### src/rtl/fes_pkg.sv
package fes_pkg;
  localparam int ST_W   = 7;
  localparam int RAW_W  = 8;
  localparam int REG_W  = 16;
  localparam int THR_W  = 6;
  localparam int B_AL   = 0;
  localparam int B_NACK = 1;
  localparam int B_ARDY = 2;
  localparam int B_RRDY = 3;
  localparam int B_XRDY = 4;
  localparam int B_RDR  = 5;
  localparam int B_XDR  = 6;
  localparam int TXT_LSB   = 0;
  localparam int RXT_LSB   = 8;
  localparam int TXCLR_BIT = 6;
  localparam int RXCLR_BIT = 14;

  typedef enum logic [1:0] {
    SEL_BUFCTL  = 2'd0,
    SEL_STATCLR = 2'd1,
    SEL_IRQEN   = 2'd2,
    SEL_NONE    = 2'd3
  } reg_sel_e;
endpackage

### src/rtl/fes_cfg_regs.sv
module fes_cfg_regs
  import fes_pkg::*;
(
  input  logic             clk,
  input  logic             rst,
  input  logic             wr_en,
  input  logic [1:0]       wr_sel,
  input  logic [REG_W-1:0] wr_data,
  output logic [THR_W-1:0] tx_thr_m1,
  output logic [THR_W-1:0] rx_thr_m1,
  output logic [ST_W-1:0]  irq_en,
  output logic [ST_W-1:0]  st_clr,
  output logic             tx_flush,
  output logic             rx_flush
);
  logic wr_buf, wr_clr, wr_en_reg;
  logic unused_bits;

  assign wr_buf    = wr_en && (reg_sel_e'(wr_sel) == SEL_BUFCTL);
  assign wr_clr    = wr_en && (reg_sel_e'(wr_sel) == SEL_STATCLR);
  assign wr_en_reg = wr_en && (reg_sel_e'(wr_sel) == SEL_IRQEN);
  assign st_clr    = wr_clr ? wr_data[ST_W-1:0] : '0;
  assign unused_bits = ^{wr_data[7], wr_data[15]};

  always_ff @(posedge clk) begin
    if (rst) begin
      tx_thr_m1 <= '0;
      rx_thr_m1 <= '0;
      irq_en    <= '0;
      tx_flush  <= 1'b0;
      rx_flush  <= 1'b0;
    end else begin
      tx_flush <= wr_buf && wr_data[TXCLR_BIT];
      rx_flush <= wr_buf && wr_data[RXCLR_BIT];
      if (wr_buf) begin
        tx_thr_m1 <= wr_data[TXT_LSB +: THR_W];
        rx_thr_m1 <= wr_data[RXT_LSB +: THR_W];
      end
      if (wr_en_reg) irq_en <= wr_data[ST_W-1:0];
    end
  end

  a_r11_flush_one_shot: assert property (@(posedge clk) disable iff (rst)
    tx_flush |-> $past(wr_en && wr_sel == 2'd0 && wr_data[TXCLR_BIT]));
  a_r11_rx_flush_one_shot: assert property (@(posedge clk) disable iff (rst)
    rx_flush |-> $past(wr_en && wr_sel == 2'd0 && wr_data[RXCLR_BIT]));
endmodule

### src/rtl/fes_level_eval.sv
module fes_level_eval #(
  parameter int LVL_W = 4,
  parameter int CNT_W = 8,
  parameter int THR_W = 6,
  parameter bit IS_TX = 1'b1
) (
  input  logic             active,
  input  logic [LVL_W-1:0] level,
  input  logic [CNT_W-1:0] left,
  input  logic [THR_W-1:0] thr_m1,
  output logic             ready_o,
  output logic             drain_o
);
  localparam int A_W   = (LVL_W > CNT_W) ? LVL_W : CNT_W;
  localparam int CMP_W = ((A_W > THR_W) ? A_W : THR_W) + 1;

  logic [CMP_W-1:0] lv, lf, th;
  assign lv = CMP_W'(level);
  assign lf = CMP_W'(left);
  assign th = CMP_W'(thr_m1) + CMP_W'(1);

  generate
    if (IS_TX) begin : g_tx
      logic below;
      assign below   = lv < th;
      assign ready_o = active && below && (lf >= th);
      assign drain_o = active && below && (lf != '0) && (lf < th);
    end else begin : g_rx
      assign ready_o = active && (lv >= th);
      assign drain_o = active && (lf == '0) && (lv != '0) && (lv < th);
    end
  endgenerate
endmodule

### src/rtl/fes_flag_bank.sv
module fes_flag_bank #(
  parameter int W = 7
) (
  input  logic         clk,
  input  logic         rst,
  input  logic [W-1:0] set_i,
  input  logic [W-1:0] clr_i,
  output logic [W-1:0] q_o
);
  generate
    for (genvar i = 0; i < W; i++) begin : g_bit
      always_ff @(posedge clk) begin
        if (rst)           q_o[i] <= 1'b0;
        else if (set_i[i]) q_o[i] <= 1'b1;
        else if (clr_i[i]) q_o[i] <= 1'b0;
      end

      a_r8_set_wins: assert property (@(posedge clk) disable iff (rst)
        set_i[i] |=> q_o[i]);
      a_r7_clear_one: assert property (@(posedge clk) disable iff (rst)
        (!set_i[i] && clr_i[i]) |=> !q_o[i]);
      a_r7_hold: assert property (@(posedge clk) disable iff (rst)
        (!set_i[i] && !clr_i[i]) |=> (q_o[i] == $past(q_o[i])));
    end
  endgenerate
endmodule

### src/rtl/fifo_event_status.sv
module fifo_event_status
  import fes_pkg::*;
#(
  parameter int FIFO_DEPTH = 8,
  parameter int CNT_W      = 8,
  localparam int LVL_W     = $clog2(FIFO_DEPTH + 1)
) (
  input  logic               clk,
  input  logic               rst,
  input  logic [LVL_W-1:0]   tx_level,
  input  logic [LVL_W-1:0]   rx_level,
  input  logic [CNT_W-1:0]   bytes_left,
  input  logic               dir_tx,
  input  logic               xfer_active,
  input  logic               done_pulse,
  input  logic               nack_pulse,
  input  logic               al_pulse,
  input  logic               bus_busy,
  input  logic               reg_wr_en,
  input  logic [1:0]         reg_wr_sel,
  input  logic [REG_W-1:0]   reg_wr_data,
  output logic [ST_W-1:0]    status_o,
  output logic [RAW_W-1:0]   raw_status_o,
  output logic               irq_o,
  output logic               tx_flush_o,
  output logic               rx_flush_o
);
  logic [THR_W-1:0] tx_thr_m1, rx_thr_m1;
  logic [ST_W-1:0]  irq_en, st_clr, st_set, st_q;
  logic             tx_rdy, tx_drn, rx_rdy, rx_drn;
  logic             busy_q, irq_q;

  fes_cfg_regs u_cfg (
    .clk(clk), .rst(rst), .wr_en(reg_wr_en), .wr_sel(reg_wr_sel),
    .wr_data(reg_wr_data), .tx_thr_m1(tx_thr_m1), .rx_thr_m1(rx_thr_m1),
    .irq_en(irq_en), .st_clr(st_clr), .tx_flush(tx_flush_o),
    .rx_flush(rx_flush_o)
  );

  fes_level_eval #(.LVL_W(LVL_W), .CNT_W(CNT_W), .THR_W(THR_W), .IS_TX(1'b1)) u_tx_eval (
    .active(xfer_active && dir_tx), .level(tx_level), .left(bytes_left),
    .thr_m1(tx_thr_m1), .ready_o(tx_rdy), .drain_o(tx_drn)
  );

  fes_level_eval #(.LVL_W(LVL_W), .CNT_W(CNT_W), .THR_W(THR_W), .IS_TX(1'b0)) u_rx_eval (
    .active(xfer_active && !dir_tx), .level(rx_level), .left(bytes_left),
    .thr_m1(rx_thr_m1), .ready_o(rx_rdy), .drain_o(rx_drn)
  );

  always_comb begin
    st_set         = '0;
    st_set[B_AL]   = al_pulse;
    st_set[B_NACK] = nack_pulse;
    st_set[B_ARDY] = done_pulse;
    st_set[B_RRDY] = rx_rdy;
    st_set[B_XRDY] = tx_rdy;
    st_set[B_RDR]  = rx_drn;
    st_set[B_XDR]  = tx_drn;
  end

  fes_flag_bank #(.W(ST_W)) u_flags (
    .clk(clk), .rst(rst), .set_i(st_set), .clr_i(st_clr), .q_o(st_q)
  );

  always_ff @(posedge clk) begin
    if (rst) begin
      busy_q <= 1'b0;
      irq_q  <= 1'b0;
    end else begin
      busy_q <= bus_busy;
      irq_q  <= |(st_q & irq_en);
    end
  end

  assign status_o     = st_q;
  assign raw_status_o = {busy_q, st_q};
  assign irq_o        = irq_q;

  a_r10_busy_raw: assert property (@(posedge clk) disable iff (rst)
    raw_status_o[RAW_W-1] == $past(bus_busy));
  a_r6_nack_sets: assert property (@(posedge clk) disable iff (rst)
    nack_pulse |=> status_o[B_NACK]);
  a_r6_done_sets: assert property (@(posedge clk) disable iff (rst)
    done_pulse |=> status_o[B_ARDY]);
  a_r12_tx_rx_apart: assert property (@(posedge clk) disable iff (rst)
    !((tx_rdy || tx_drn) && (rx_rdy || rx_drn)));
endmodule

### config.mk
export PLATFORM = sky130hd
export DESIGN_NAME = fifo_event_status
export DESIGN_NICKNAME = d
export VERILOG_FILES = /design/src/rtl/fes_pkg.sv /design/src/rtl/fes_cfg_regs.sv /design/src/rtl/fes_level_eval.sv /design/src/rtl/fes_flag_bank.sv /design/src/rtl/fifo_event_status.sv
export SDC_FILE = /design/constraint.sdc
export NUM_CORES = 1
export LEC_CHECK = 0
export BUFFER_PORTS_ARGS = -buffer_cell sky130_fd_sc_hd__buf_4
export CAP_MARGIN = 20
export CORE_MARGIN = 1.5
export CORE_UTILIZATION = 50
export DETAILED_ROUTE_END_ITERATION = 12
export GPL_TIMING_DRIVEN = 0
export PLACE_DENSITY = 0.77
export SYNTH_ARGS = -nofsm -noshare
export SYNTH_HDL_FRONTEND = slang
export SYNTH_HIERARCHICAL = 1
export SYNTH_SLANG_ARGS = --single-unit
### constraint.sdc
create_clock -name clk -period 2.3 [get_ports clk]
set_input_delay 0.115 -clock clk [delete_from_list [all_inputs] [get_ports clk]]
set_output_delay 0.115 -clock clk [all_outputs]
set_load 0.005 [all_outputs]
==> results of run 1 <==
placed cells by master (no fill, tap or decap), types with 5 or more instances in the layout:
master / instances
buf_4: 66
nand2b_1: 32
dfxtp_1: 30
mux2i_1: 19
ha_1: 16
inv_1: 14
a21oi_1: 12
and2_1: 8
nand2b_4: 7
clkbuf_8: 6
nor2_1: 5
worst min-delay path by stage:
stage / from / endpoint / slack [ns] / cells past startpoint
final: bus_busy / busy_q / 0.06 / 2
after global routing: reg_wr_data[14] / u_cfg/rx_flush / 0.08 / 2
after CTS: bus_busy / busy_q / 0.05 / 2
after detailed placement: bus_busy / busy_q / 0.33 / 2
after global placement: bus_busy / busy_q / 0.33 / 2
after floorplan: rst / u_flags/q_o[0] / 0.18 / 1
per-stage QoR:
stage | power (W) | setup slack, ns | hold WS, ns | cell area [µm²] | util [%]
after global placement | 0.000811 | 0.224 | 0.335 | 2500 | 66.7
final | 0.00124 | 0.217 | 0.0568 | 2590 | 69.2
after detailed placement | 0.000817 | 0.228 | 0.332 | 2500 | 66.7
after global routing | 0.00131 | 0.0478 | 0.0784 | 2590 | 69.2
after CTS | 0.00125 | 0.217 | 0.0501 | 2590 | 69.2
after floorplan | 0.000700 | 0.426 | 0.184 | 2000 | -
cell families after synthesis:
group / after synthesis
muxes: 19
xor gates and xnor gates: 6
adders and majority gates: 16
AOI/OAI and AO/OA: 35
DFF: 30
buffers and inverters: 28
and+or+nand+nor: 79
final cells by class:
type	count	area (µm²)
plain buffers	13	87.6
clock buffers	7	86.3
clock inverters	1	5.00
fillers	310	1150
inverters	15	60.1
multi-input cells	155	1250
flip-flops and latches	30	601
well taps	48	60.1
repair buffers	58	435
worst max-delay path, cell delays in order (launching register included):
cell      delay, ns
dfxtp_1        0.44
nand3_1        0.10
nor2_1         0.13
xnor2_1        0.14
ha_1           0.27
a21o_1         0.19
a211oi_2       0.23
a21boi_2       0.18
o211a_1        0.16
inv_1          0.06
a21oi_1        0.11
sequential cells by signal, summed over array words and instances, names as in the netlist:
signal / flops
u_cfg/rx_flush: 1
u_cfg/irq_en: 7
irq_o: 1
u_cfg/tx_thr_m1: 6
u_cfg/rx_thr_m1: 6
u_flags/q_o: 7
busy_q: 1
u_cfg/tx_flush: 1
where the power goes:
group          switching (W)  internal, W
registers          0.0000239     0.000540
clock network       0.000192     0.000241
logic              0.0000971     0.000144
total               0.000313     0.000925
routing by layer:
| metal | routed length, µm | global-route usage (%) | vias to the layer above |
|---|---|---|---|
| met3 | 253 | 5.11 | 7 |
| met2 | 1980 | 35.0 | 52 |
| li1 | - | - | 860 |
| met5 | 0 | 0 | - |
| met4 | 66 | 6.38 | 0 |
| met1 | 1930 | 24.7 | 777 |
==> reports/metrics.cfg, run 1 <==
[synthesis]
synthXorXnorAreaFrac_pct = 2.62
ys_seq_area_share_pct = 30.0
synth-seq-cells = 30
syn_avg_cell_area_um2 = 9.40
synthTopCellsByArea = dfxtp_1 (30%), ha_1 (10%), nand2b_1 (10%)
synthArstFlopShare_pct = 0
syn_nets = 272
synth_warnings = 6
synthTopCellsByCount = nand2b_1 (32), dfxtp_1 (30), mux2i_1 (19)
ys_types = 48
synth_simple_gate_area_share_pct = 28.3
syn-instance-count = 213
synth_most_common_cell = nand2b_1
synthFlopType = dfxtp_1
synth_area_leader_cell = dfxtp_1
synth_compound_area_share_pct = 12.2
synth_top_area_share_pct = 30.0
synthMuxAreaShare_pct = 9.49
synthAdderAreaFrac_pct = 9.99
synth_area_mm2 = 0.00200
synth-edff-count = 0
synth_top_family_by_area = simple AND/OR/NAND/NOR gates

[clocking]
cts_made_buffers = 5
cts_root_buffer = clkbuf_8
tritoncts = done
cts_num_sinks = 30
post_cts_buffers = 0
path_clk_slew_ns = 0.06
cts-resized-gates = 0
holdBufCountCts = 0
htreeDepth = 2
clock_path_buffers = 2
clk-insertion-delay-late_ns = 0.28

[grt]
grt_max_degree = 16
track_usage_pct = 20.3
grt_pass1_wl_mm = 6.87
grt_pass1_vias = 1598
antenna_found_initial = 0
global_route.overflow_total = 0

[sta]
max_freq_mhz = 480
period_share_pct = 90.6
setup_viol = 0
slew_violations = 0
tightest_slew_ns = 0.642
period_minus_slack_ns = 2.08
hold_viol_final = 0
rsz0062_at_grt = no
skew_ns = 0.00517
tns_ns = 0
relSlewSlack_pct = 57.0

[critical_path]
rrSetupSlack_ns = 0.22
endpoint = u_flags/q_o[6]
r2r-end = u_flags/q_o[6]
crit_start = u_cfg/tx_thr_m1[4]
reg2reg_from = u_cfg/tx_thr_m1[4]
critPathKind = reg -> reg
worstRegToRegCells = 10
start_kind = flip-flop
worstPathRequired_ns = 2.51
endpoint_kind = flip-flop
arrival_ns = 2.30
path_max_fanout = 6

[floorplan]
ios = 61
core_area_mm2 = 0.00374
die-area_mm2 = 0.00440
rows = 22
die_width_um = 66.3
initial_utilization_pct = 53.5
die_h_um = 66.3

[job]
cap_violations = 0

[cells_and_area]
n_antenna_cell = 0
syn_to_final_growth_pct = 29.3
layout.cells.non_filler = 327
drive_gt1_share_pct = 34.4
fin_nets = 337

[detailed_routing]
drt-initial-drc-count = 39
wl_per_cell_um = 12.9
drtAntennaViolNets = 0
first_pass_iters = 4
routed-via-count = 1696
routed_wl_mm = 4.23
drc = 0
viasPerCell = 5.19

[placement]
dp_cells = 319
dp_hpwl_mm = 3.28
place_congestion = 0.769
io_buffer_count = 58

[power]
ir_worst_vdd_v = 0.000424
p_leak_nw = 1.14
p_per_area_mw_per_mm2 = 478

[run_status]
status = finished, final reports clean

[hold_path]
min_path_type = in -> reg

Power figures use the tool's default switching activity.
==> run 2: changes to the inputs <==
- BUFFER_PORTS_ARGS: -buffer_cell sky130_fd_sc_hd__buf_4 -> unset
- DONT_BUFFER_PORTS: unset -> 1
- PLACE_DENSITY: 0.77 -> 0.64
==> run 2 against run 1 <==
Against the previous run: largest power group unchanged; clock power down 7.4%; via count fell by 9.1%; non-clock buffer count is 50 lower; sequential cell count did not move; sequential share of layout area up 3.9 points; critical path depth unchanged; worst setup slack worse by 0.013 ns; routed wire length is 4.2% higher; total power fell by 8.2%; maximum frequency decreased by 0.60%; largest cell class unchanged; clock skew shrank 0.00062 ns; register-to-register slack is essentially flat.
==> reports/metrics.cfg, run 2 (synthesis results as in run 1) <==
[run_status]
status = finished, final reports clean

[clocking]
clk-insertion-delay-late_ns = 0.27  ; about the same
htreeDepth = 2  ; unchanged
cts_num_sinks = 30  ; unchanged
cts_root_buffer = clkbuf_8
cts_made_buffers = 5  ; unchanged
path_clk_slew_ns = 0.06  ; about the same
clock_path_buffers = 2  ; unchanged
tritoncts = done

[sta]
period_share_pct = 91.1  ; +0.55 points
hold_viol_final = 0  ; unchanged
hold_ws_ns = 0.00550  ; -0.0513 ns
relSlewSlack_pct = 57.2  ; +0.21 points
max_freq_mhz = 477  ; -0.60%
slew_violations = 0  ; unchanged
period_minus_slack_ns = 2.10  ; +0.0127 ns
tns_ns = 0  ; unchanged
tightest_slew_ns = 0.639  ; -0.00313 ns
rsz0062_at_grt = no
skew_ns = 0.00455  ; -0.000622 ns
setup_viol = 0  ; unchanged

[floorplan]
die_h_um = 66.3  ; unchanged
rows = 22  ; unchanged
core_area_mm2 = 0.00374  ; unchanged
die-area_mm2 = 0.00440  ; unchanged
initial_utilization_pct = 53.5  ; unchanged
ios = 61  ; unchanged
die_width_um = 66.3  ; unchanged

[critical_path]
reg2reg_from = u_cfg/tx_thr_m1[1]
r2r-end = u_flags/q_o[6]
cp.depth = 10  ; unchanged
endpoint = u_flags/q_o[6]
path_max_fanout = 4  ; -2
critPathKind = reg -> reg
critical-path-top-delay-family = compound AO/OA/AOI/OAI gates
worst_path_largest_cell_delay_ns = 0.39  ; -0.05 ns
endpoint_kind = flip-flop
worstPathRequired_ns = 2.49  ; -0.02 ns
slowest_stage = dfxtp_1
rrSetupSlack_ns = 0.20  ; about the same
crit_start = u_cfg/tx_thr_m1[1]
arrival_ns = 2.29  ; about the same
start_kind = flip-flop
crit_chain = ha_1 -> and3_4 -> xnor2_1 -> ha_1 -> a21o_1 -> a211oi_2 -> a21boi_2 -> o211a_1 -> inv_1 -> a21oi_1
cp_num_buf_inv = 1  ; unchanged
worstRegToRegCells = 10  ; unchanged
crit_top_cell = ha_1

[grt]
grt_pass1_vias = 1703  ; +6.6%
global_route.overflow_total = 0  ; unchanged
grt_pass1_wl_mm = 7.24  ; +5.3%
track_usage_pct = 21.9  ; +1.5 points
grt_max_degree = 11  ; -5
antenna_found_initial = 0  ; unchanged

[cells_and_area]
syn_to_final_growth_pct = 11.3
layout.cells.non_filler = 275  ; -16%
multi_input_area_mm2 = 0.00125  ; unchanged
fin_nets = 287  ; -15%
fin_util_pct = 59.6  ; -9.6 points
mostFrequentLayoutCell = nand2b_1
regArea_um2 = 604  ; +0.63%
n_antenna_cell = 0  ; unchanged
top_regs = u_cfg/irq_en (7), u_flags/q_o (7)
drive_gt1_share_pct = 17.6  ; -17 points
final_area_mm2 = 0.00223  ; -14%
fill_cells = 333  ; +7.4%
mostFrequentLayoutCells = nand2b_1 (32), dfxtp_1 (27), mux2i_1 (19), ha_1 (16), inv_1 (14)

[power]
p_per_area_mw_per_mm2 = 510  ; +6.6%
ir_worst_vdd_v = 0.000379  ; -10%
p_leak_nw = 0.885  ; -22%

[detailed_routing]
routed-via-count = 1542  ; -9.1%
drc = 0  ; unchanged
viasPerCell = 5.61  ; +8.1%
routed_wl_mm = 4.40  ; +4.2%
first_pass_iters = 4  ; unchanged
drtAntennaViolNets = 0  ; unchanged
drt-initial-drc-count = 52  ; +33%
wl_per_cell_um = 16.0  ; +24%

[placement]
dp_cells = 261  ; -18%
dp_hpwl_mm = 3.49  ; +6.4%
io_buffer_count = 0  ; -100%
place_congestion = 0.819  ; +6.5%
placed_area_mm2 = 0.00206  ; -17%

[hold_path]
min_path_type = in -> reg

[job]
cap_violations = 0  ; unchanged

==> run 2: how the worst min path moves through the flow <==
stage,from,to,slack [ns],depth (start not counted)
global placement,rst,u_flags/q_o[1],0.19,1
floorplan,rst,u_flags/q_o[0],0.18,1
detailed placement,rst,u_flags/q_o[2],0.19,1
global route,reg_wr_data[9],u_cfg/rx_thr_m1[1],0.02,2
finish,reg_wr_data[6],u_cfg/irq_en[6],0.006,2
CTS,reg_wr_data[11],u_cfg/rx_thr_m1[3],0.004,2
==> run 2: final cells by class <==
class | count | area share [%]
Multi-Input combinational cell | 155 | 56.3
Sequential cell | 30 | 27.1
Buffer | 13 | 3.93
Clock buffer | 6 | 3.70
Timing Repair Buffer | 8 | 3.59
Inverter | 15 | 2.69
Tap cell | 48 | 2.69
==> run 2: what timing repair did <==
action                                  CTS  global route
endpoints found under the setup margin    0             2
endpoints found under the hold margin    12             0
buffers inserted                          0             0
hold buffers                              8             0
resized for setup                         0             3
==> run 2: metrics by stage <==
step                      worst slack, ns  total power (W)
after floorplan                     0.426         0.000700
after global placement              0.199         0.000723
after detailed placement            0.194         0.000733
after CTS                           0.149          0.00115
after global routing               0.0152          0.00120
final                               0.204          0.00114
==> run 2: worst register-to-register path, cell delays in order (launching register included) <==
cell	delay, ns
dfxtp_1	0.39
ha_1	0.23
and3_4	0.22
xnor2_1	0.07
ha_1	0.18
a21o_1	0.16
a211oi_2	0.24
a21boi_2	0.18
o211a_1	0.16
inv_1	0.06
a21oi_1	0.13
==> run 2: where the power goes <==
part           switching (W)  internal [W]  leakage, nW
sequential         0.0000251      0.000541        0.246
combinational      0.0000751     0.0000944        0.596
clock               0.000171      0.000230       0.0431
==> run 2: layer usage <==
metal | share of wire, % | up-vias | track usage, %
met5 | 0 | - | 0
li1 | - | 763 | -
met3 | 4.0 | 3 | 5.11
met2 | 53 | 31 | 41.0
met1 | 42 | 745 | 24.0
met4 | 0.50 | 0 | 6.63
==> run 3: changes to the inputs <==
- REMOVE_ABC_BUFFERS: unset -> 1
==> run 3 against run 2 <==
Against the previous run: total power up 1.3%; die area unchanged; first-iteration DRC count shrank 23%; via count fell by 3.6%; clock skew up 0.00055 ns; register-to-register slack worse by 0.03 ns; worst setup slack got worse by 0.030 ns; sequential cell count stayed put; global-route usage is 1.9 points lower; sequential share of layout area is 0.40 points higher; critical path type unchanged.
==> reports/metrics.cfg, run 3 (synthesis results as in run 1) <==
[run_status]
status = finished, final reports clean

[detailed_routing]
drc = 0  ; unchanged
viasPerCell = 5.54  ; -1.1%
drt-initial-drc-count = 40  ; -23%
first_pass_iters = 6  ; +2
routed-via-count = 1486  ; -3.6%
routed_wl_mm = 4.02  ; -8.7%
drtAntennaViolNets = 0  ; unchanged
wl_per_cell_um = 15.0  ; -6.3%

[sta]
skew_ns = 0.00510  ; +0.000550 ns
setup_viol = 0  ; unchanged
rsz0062_at_grt = no
fin_ws_ns = 0.174  ; -0.0304 ns
period_share_pct = 92.4  ; +1.3 points
relSlewSlack_pct = 57.7  ; +0.47 points
hold_viol_final = 0  ; unchanged
period_minus_slack_ns = 2.13  ; +0.0304 ns
slew_violations = 0  ; unchanged
max_freq_mhz = 470  ; -1.4%
tns_ns = 0  ; unchanged
tightest_slew_ns = 0.632  ; -0.00704 ns

[cells_and_area]
fin_util_pct = 58.5  ; -1.1 points
mostFrequentLayoutCell = nand2b_1
layout.cells.non_filler = 268  ; -2.5%
regArea_um2 = 602  ; -0.41%
top_regs = u_cfg/irq_en (7), u_flags/q_o (7)
fin_nets = 278  ; -3.1%
multi_input_area_mm2 = 0.00125  ; unchanged
drive_gt1_share_pct = 13.2  ; -4.4 points
n_antenna_cell = 0  ; unchanged
fill_cells = 335  ; +0.60%
syn_to_final_growth_pct = 9.24
mostFrequentLayoutCells = nand2b_1 (32), dfxtp_1 (29), mux2i_1 (19), ha_1 (16), inv_1 (14)

[critical_path]
worstPathRequired_ns = 2.51  ; +0.02 ns
slowest_stage = dfxtp_1
endpoint_kind = flip-flop
worst_path_largest_cell_delay_ns = 0.43  ; +0.04 ns
reg2reg_from = u_cfg/tx_thr_m1[0]
start_kind = flip-flop
path_max_fanout = 6  ; +2
crit_top_cell = ha_1
crit_start = u_cfg/tx_thr_m1[0]
critPathKind = reg -> reg
arrival_ns = 2.33  ; +0.04 ns
crit_chain = ha_1 -> and3_4 -> xnor2_1 -> ha_1 -> a21o_1 -> a211oi_2 -> a21boi_2 -> o211a_1 -> inv_1 -> a21oi_1

[placement]
dp_hpwl_mm = 3.00  ; -14%
place_congestion = 0.750  ; -8.4%
dp_slack_ns = 0.163  ; -0.0306 ns
io_buffer_count = 0  ; unchanged
dp_cells = 248  ; -5.0%

[clocking]
clock_path_buffers = 2  ; unchanged
cts_num_sinks = 30  ; unchanged
htreeDepth = 2  ; unchanged
cts_made_buffers = 5  ; unchanged
clk-insertion-delay-late_ns = 0.28  ; about the same
tritoncts = done
path_clk_slew_ns = 0.06  ; about the same
cts_root_buffer = clkbuf_8

[grt]
grt_util_met2_pct = 36.6  ; -4.4 points
grt_util_met3_pct = 5.79  ; +0.68 points
grt_max_degree = 35  ; +24
grt_busiest_layer = met2
grt_pass1_vias = 1593  ; -6.5%
global_route.overflow_total = 0  ; unchanged
grt_pass1_wl_mm = 6.71  ; -7.3%
antenna_found_initial = 0  ; unchanged
track_usage_pct = 20.0  ; -1.9 points
grtUsageMet1_pct = 22.4  ; -1.6 points

[power]
ir_worst_vdd_v = 0.000452  ; +19%
p_per_area_mw_per_mm2 = 526  ; +3.2%
p_leak_nw = 0.850  ; -4.0%

[hold_path]
min_from = reg_wr_data[10]
min_path_type = in -> reg

[floorplan]
ios = 61  ; unchanged
rows = 22  ; unchanged
initial_utilization_pct = 53.5  ; unchanged
core_area_mm2 = 0.00374  ; unchanged
die_h_um = 66.3  ; unchanged
die_width_um = 66.3  ; unchanged
die-area_mm2 = 0.00440  ; unchanged

[job]
cap_violations = 0  ; unchanged

run 3: cell count changes in the layout (fill, tap and decap cells not counted), sizes merged:
cell	before	now
buf	10	0
clkinv	0	1
clkbuf	9	7
dlygate4sd3	8	12
run 3: final cells by class:
cell class	instances	share of cell area, %
inverter	15	2.74
clock buffer	7	3.95
sequential	30	27.5
timing repair buffer	12	5.49
tap	48	2.74
multi-input combinational	155	57.3
clock inverter	1	0.229
run 3: repair_timing:
item / 4_1_cts / 5_1_grt
gates resized for setup: 0 / 1
hold buffers: 12 / 0
setup endpoints to repair: 0 / 1
endpoints found under the hold margin: 17 / 0
buffers inserted: 0 / 0
run 3: stage by stage:
| step | area (µm²) | total power [W] | hold slack [ns] |
|---|---|---|---|
| after floorplan | 1920 | 0.000685 | 0.184 |
| after global placement | 1980 | 0.000703 | 0.187 |
| after detailed placement | 1980 | 0.000712 | 0.190 |
| after CTS | 2190 | 0.00116 | 0.0116 |
| after global routing | 2190 | 0.00121 | 0.0205 |
| final | 2190 | 0.00115 | 0.0167 |
run 3: path summary, 6_finish.rpt:
| kind | slack [ns] | depth (start not counted) | to |
|---|---|---|---|
| max | 0.17 | 10 | u_flags/q_o[6] |
| min | 0.02 | 2 | u_cfg/rx_thr_m1[2] |
| max reg2reg | 0.17 | 10 | u_flags/q_o[6] |
| min reg2reg | 0.48 | 2 | u_cfg/irq_en[0] |
run 3: power breakdown:
part           total, W  internal, W  switching (W)
Combinational  0.000153    0.0000883      0.0000651
Clock          0.000431     0.000241       0.000190
Sequential     0.000567     0.000540      0.0000263
run 3: worst max-delay path: cells and delay by family, from the launching register on:
family / cells / cell delay [ns]
adders and majority gates: 2 / 0.44
AOI/OAI and AO/OA: 5 / 0.85
xor gates and xnor gates: 1 / 0.07
buffers and inverters: 1 / 0.05
DFF: 1 / 0.43
and+or+nand+nor: 1 / 0.21
run 3: layer usage:
metal	vias to the layer above	routed length, µm
met2	37	2030
met3	4	218
met1	703	1750
met5	-	0
met4	0	21
li1	742	-
